### src/rtl/sram_async_ctrl.sv
`timescale 1ns/1ps
module sram_async_ctrl #(
  parameter int AW      = 15,
  parameter int DW      = 8,
  parameter int RD_CYC  = 14,
  parameter int TA_CYC  = 6,
  parameter int WP_CYC  = 11,
  parameter int DS_CYC  = 6,
  parameter int DH_CYC  = 1,
  parameter int REC_CYC = 1_000_000
) (
  input  logic          clk,
  input  logic          rst,
  input  logic          req_valid,
  output logic          req_ready,
  input  logic          req_write,
  input  logic [AW-1:0] req_addr,
  input  logic [DW-1:0] req_wdata,
  output logic          rsp_valid,
  output logic [DW-1:0] rsp_rdata,
  input  logic          standby_req,
  output logic [AW-1:0] mem_addr,
  output logic          mem_cs_n,
  output logic          mem_oe_n,
  output logic          mem_we_n,
  output logic [DW-1:0] mem_dq_out,
  output logic          mem_dq_oe,
  input  logic [DW-1:0] mem_dq_in
);
  localparam int CW  = $clog2(REC_CYC + RD_CYC + WP_CYC + DH_CYC + 2);
  localparam int TW  = $clog2(TA_CYC + 2);
  localparam int DSW = $clog2(DS_CYC + 2);

  typedef enum logic [2:0] {
    S_IDLE, S_READ, S_WSETUP, S_WPULSE, S_WHOLD, S_STANDBY, S_RECOVER
  } state_t;

  state_t         st;
  logic [CW-1:0]  cnt;
  logic [TW-1:0]  ta_cnt;
  logic [DSW-1:0] drv_cnt;

  assign req_ready = (st == S_IDLE) && !standby_req;

  always_ff @(posedge clk) begin
    if (rst) begin
      st         <= S_IDLE;
      cnt        <= '0;
      ta_cnt     <= '0;
      drv_cnt    <= '0;
      mem_cs_n   <= 1'b1;
      mem_oe_n   <= 1'b1;
      mem_we_n   <= 1'b1;
      mem_dq_oe  <= 1'b0;
      mem_addr   <= '0;
      mem_dq_out <= '0;
      rsp_valid  <= 1'b0;
      rsp_rdata  <= '0;
    end else begin
      rsp_valid <= 1'b0;
      if (ta_cnt != '0) ta_cnt <= ta_cnt - 1'b1;
      case (st)
        S_IDLE: begin
          cnt     <= '0;
          drv_cnt <= '0;
          if (standby_req) begin
            st <= S_STANDBY;
          end else if (req_valid) begin
            mem_addr <= req_addr;
            mem_cs_n <= 1'b0;
            if (req_write) begin
              mem_dq_out <= req_wdata;
              st         <= S_WSETUP;
            end else begin
              mem_oe_n <= 1'b0;
              st       <= S_READ;
            end
          end
        end
        S_READ: begin
          if (cnt == CW'(RD_CYC - 1)) begin
            rsp_rdata <= mem_dq_in;
            rsp_valid <= 1'b1;
            mem_cs_n  <= 1'b1;
            mem_oe_n  <= 1'b1;
            ta_cnt    <= TW'(TA_CYC);
            st        <= S_IDLE;
          end else begin
            cnt <= cnt + 1'b1;
          end
        end
        S_WSETUP: begin
          mem_we_n <= 1'b0;
          st       <= S_WPULSE;
        end
        S_WPULSE: begin
          if (ta_cnt == '0) mem_dq_oe <= 1'b1;
          if (mem_dq_oe && drv_cnt != DSW'(DS_CYC - 1)) drv_cnt <= drv_cnt + 1'b1;
          if (mem_dq_oe && drv_cnt == DSW'(DS_CYC - 1) && cnt == CW'(WP_CYC - 1)) begin
            mem_we_n <= 1'b1;
            cnt      <= '0;
            st       <= S_WHOLD;
          end else if (cnt != CW'(WP_CYC - 1)) begin
            cnt <= cnt + 1'b1;
          end
        end
        S_WHOLD: begin
          if (cnt == CW'(DH_CYC - 1)) begin
            mem_cs_n  <= 1'b1;
            mem_dq_oe <= 1'b0;
            st        <= S_IDLE;
          end else begin
            cnt <= cnt + 1'b1;
          end
        end
        S_STANDBY: begin
          cnt <= '0;
          if (!standby_req) st <= S_RECOVER;
        end
        S_RECOVER: begin
          if (standby_req) begin
            st <= S_STANDBY;
          end else if (cnt == CW'(REC_CYC - 1)) begin
            st <= S_IDLE;
          end else begin
            cnt <= cnt + 1'b1;
          end
        end
        default: st <= S_IDLE;
      endcase
    end
  end
endmodule


### config.mk
export PLATFORM = sky130hd
export DESIGN_NAME = sram_async_ctrl
export DESIGN_NICKNAME = d
export VERILOG_FILES = /design/src/rtl/sram_async_ctrl.sv
export SDC_FILE = /design/constraint.sdc
export NUM_CORES = 1
export LEC_CHECK = 0
export ABC_AREA = 1
export BUFFER_PORTS_ARGS = -buffer_cell sky130_fd_sc_hd__buf_4
export CORE_ASPECT_RATIO = 1.1
export CORE_MARGIN = 5
export CORE_UTILIZATION = 59
export CTS_CLUSTER_SIZE = 20
export DETAILED_ROUTE_END_ITERATION = 10
export MAX_ROUTING_LAYER = met4
export PLACE_DENSITY_LB_ADDON = 0.12
export SLEW_MARGIN = 10
export SYNTH_ARGS = -nofsm -noshare
export SYNTH_HDL_FRONTEND = slang
export SYNTH_SLANG_ARGS = --single-unit
### constraint.sdc
create_clock -name clk -period 2.6 [get_ports clk]
set_input_delay 0.52 -clock clk [delete_from_list [all_inputs] [get_ports clk]]
set_output_delay 0.52 -clock clk [all_outputs]
set_load 0.05 [all_outputs]
==> flow_summary.yaml <==
power_and_ir_drop:
  total_power_mw: 3.909
  power.density_nw_per_um2: 908.1
  p_leak_nw: 2.009
  peakVddDrop_mv: 0.6029
synthesis:
  netlist.area_leader.share_pct: 37.33
  synth_mux_area_share_pct: 0
  netlist-cell-type-count: 37
  yosysSeqAreaShare_pct: 37.33
  yosys_warnings: 0
  syn_nets: 542
  avgSynthCellArea_um2: 7.000
  synth_cells: 498
  ys.flop_type: "dfxtp_1"
  synth-simple-area-share_pct: 36.43
  ys_seq_elements: 65
  synth-xor-area-share_pct: 3.015
  yosys.area_share.adder_pct: 2.872
  synth_edf_count: 0
  syn_area_um2: 3486
  synth_top_family_by_area: "simple AND/OR/NAND/NOR gates"
  async_flop_share_pct: 0
  yosys.area.top_type: "dfxtp_1"
  synth_compound_area_share_pct: 12.89
  synth_area_leaders: "dfxtp_1 37%, nand2_1 12%, nor2_1 11%"
placement:
  dp_slack_ps: 487.0
  placed_area_um2: 4069
  gp_congestion: 0.9770
  port_buffers: 72
  dp_hpwl_mm: 6.574
critical_path:
  r2r_setup_slack_ps: 450
  start_kind: "flip-flop"
  critPathSlowestCell: "dfxtp_1"
  crit_chain: "inv_2 > nand2_2 > nor2_4 > inv_2 > nor2_4 > inv_2 > nor2_4 > inv_1 > nor2_1 > nor2_1"
  r2r-end: "mem_dq_out[1]"
  crit_buf_inv: 4
  arrival_ps: 2390
  worstPathRequired_ps: 2840
  cp-end-kind: "flip-flop"
  critPathTopFamily: "simple AND/OR/NAND/NOR gates"
  critical_path.max_stage_delay_ps: 380
  timing.rr.start: "st[0]"
  cp_max_fo: 16
  r2r.worst_path.cells: 10
  crit_type: "reg -> reg"
route:
  maxUsedRoutingLayer: "met4"
  viasPerCell: 5.242
  drt-pass1-iter-count: 5
  vias: 3423
  drt_wl_total_mm: 8.955
  wl_met1_mm: 3.912
  dr_wl_met3_um: 652
  dr_wl_met2_mm: 4.172
  drtIter0Drc: 214
  final_antenna_net_count: 0
  drc_errors: 0
  wire_per_inst_um: 13.71
min_path:
  hold_end: "rsp_rdata[2]"
  whs_path_depth: 2
  hp-class: "in -> reg"
  min_from: "mem_dq_in[2]"
clock_tree:
  clk_latency_ps: 340
  ctsResizeCount: 0
  clkTransAtPathRegs_ps: 70
  cts_setup_buffers: 0
  cts_tree: "done"
  clockBufferDepth: 2
  htree_num_levels: 3
  cts_sinks: 65
  ctsHoldBuffers: 0
  cts_root_buf: "clkbuf_8"
  cts_made_buffers: 9
sta:
  fin_worst_skew_ps: 8.328
  rsz0062_at_grt: "false"
  report.final.slew_viol_count: 0
  setup_viol: 0
  tightest_slew_ps: 617.3
  period_needed_ps: 2151
  setup_tns_ps: 0
  setup_ws_ps: 449.2
  max_slew_margin_pct: 58.80
  fmax_mhz: 464.9
  finalHoldViolations: 0
  period_share_pct: 82.72
global_routing:
  grt_start_max_net_pins: 27
  grt_use_total_pct: 24.40
  grt_overflow: 0
  antenna_found_initial: 0
  grt_pass1_vias: 3224
  grt_first_pass_wirelength_mm: 14.72
layout:
  final_core_utilization_pct: 74.60
  syn2layout_area_growth_pct: 23.47
  final_nets: 615
  final-seq-area_um2: 1301
  diodes: 0
  fin_area_um2: 4304
  final_cell_mix: "109 x nand2_1, 99 x nor2_1, 75 x buf_4, 65 x dfxtp_1, 41 x inv_1"
  fillers: 460
  final_common_cell: "nand2_1"
  drive_gt1_share_pct: 22.57
  multiInputGateArea_um2: 1924
floorplanning:
  core_area_um2: 5769
  die_area_um2: 7547
  row_count: 29
  dieHeight_um: 90.62
  pin_count: 73
  start_util_pct: 60.42
  die_x_um: 83.29
status:
  outcome: "complete, no violations"
flow_run:
  cap_violations: 0
## kinds of logic after synthesis
logic type,Yosys count
and+or+nand+nor,275
AOI/OAI and AO/OA,76
DFF,65
buffers and inverters,62
xor gates and xnor gates,12
adders and majority gates,8
## through the flow
| step | hold slack, ps | cells |
|---|---|---|
| 2_1_floorplan | 436.8 | 498 |
| 3_3_place_gp | 436.3 | 637 |
| 3_5_place_dp | 452.1 | 637 |
| 4_1_cts | 374.3 | 653 |
| 5_1_grt | 376.0 | 653 |
| 6_report | 381.2 | 653 |
## Yosys cell counts, types with 2 or more instances
| master | n |
|---|---|
| nand2_1 | 109 |
| nor2_1 | 99 |
| dfxtp_1 | 65 |
| inv_1 | 41 |
| o21ai_0 | 33 |
| a21oi_1 | 21 |
| nand3_1 | 21 |
| a22o_1 | 8 |
| clkbuf_1 | 8 |
| ha_1 | 8 |
| nand4_1 | 7 |
| xor2_1 | 7 |
| inv_2 | 6 |
| nor2_4 | 6 |
| nand2_2 | 5 |
| nand3_2 | 5 |
| xnor2_1 | 5 |
| a21oi_2 | 4 |
| nor2_2 | 4 |
| nor3_1 | 4 |
| o21a_1 | 4 |
| buf_6 | 3 |
| nand4_2 | 3 |
| nor3_2 | 3 |
| a22oi_1 | 2 |
| and3_1 | 2 |
| clkinv_1 | 2 |
| nand2_4 | 2 |
| o211ai_1 | 2 |
| or2_2 | 2 |
## per-layer routing
layer / track usage [%] / vias up
met2: 39.77 / 114
met1: 28.97 / 1548
li1: - / 1743
met5: - / -
met3: 5.566 / 18
met4: 10.08 / 0
## worst register-to-register path, stage by stage, from the launching register on
cell and delay, ps:
dfxtp_1 380, inv_2 130, nand2_2 110, nor2_4 190, inv_2 100, nor2_4 270, inv_2 220, nor2_4 240
inv_1 200, nor2_1 140, nor2_1 60
## power breakdown
group / internal (mW) / switching, mW
Clock: 0.638 / 0.395
Combinational: 0.483 / 1.11
Sequential: 1.15 / 0.137
Total: 2.27 / 1.64
## layout make-up
| cell class | instances | area share [%] |
|---|---|---|
| flip-flops and latches | 65 | 30.23 |
| clock buffers | 11 | 3.052 |
| inverters | 49 | 4.273 |
| multi-input cells | 371 | 44.71 |
| repair buffers | 75 | 13.08 |
| well taps | 77 | 2.238 |
| clock inverters | 5 | 2.413 |
## how the worst max path moves through the flow
stage	from	end	cells after the start
5_1_grt	st[0]	mem_dq_out[1]	10
3_5_place_dp	st[0]	mem_dq_out[1]	10
3_3_place_gp	st[0]	mem_dq_out[7]	10
6_report	st[0]	mem_dq_out[1]	10
2_1_floorplan	st[2]	req_ready	5
4_1_cts	st[0]	mem_dq_out[1]	10
## state kept, by name, indices dropped and copies added, names as in the netlist
name        cells
cnt            20
mem_addr       15
mem_dq_out      8
rsp_rdata       8
drv_cnt         3
st              3
ta_cnt          3
mem_cs_n        1
mem_dq_oe       1
mem_oe_n        1
mem_we_n        1
rsp_valid       1
No activity file was read; power rests on OpenSTA's default activity.
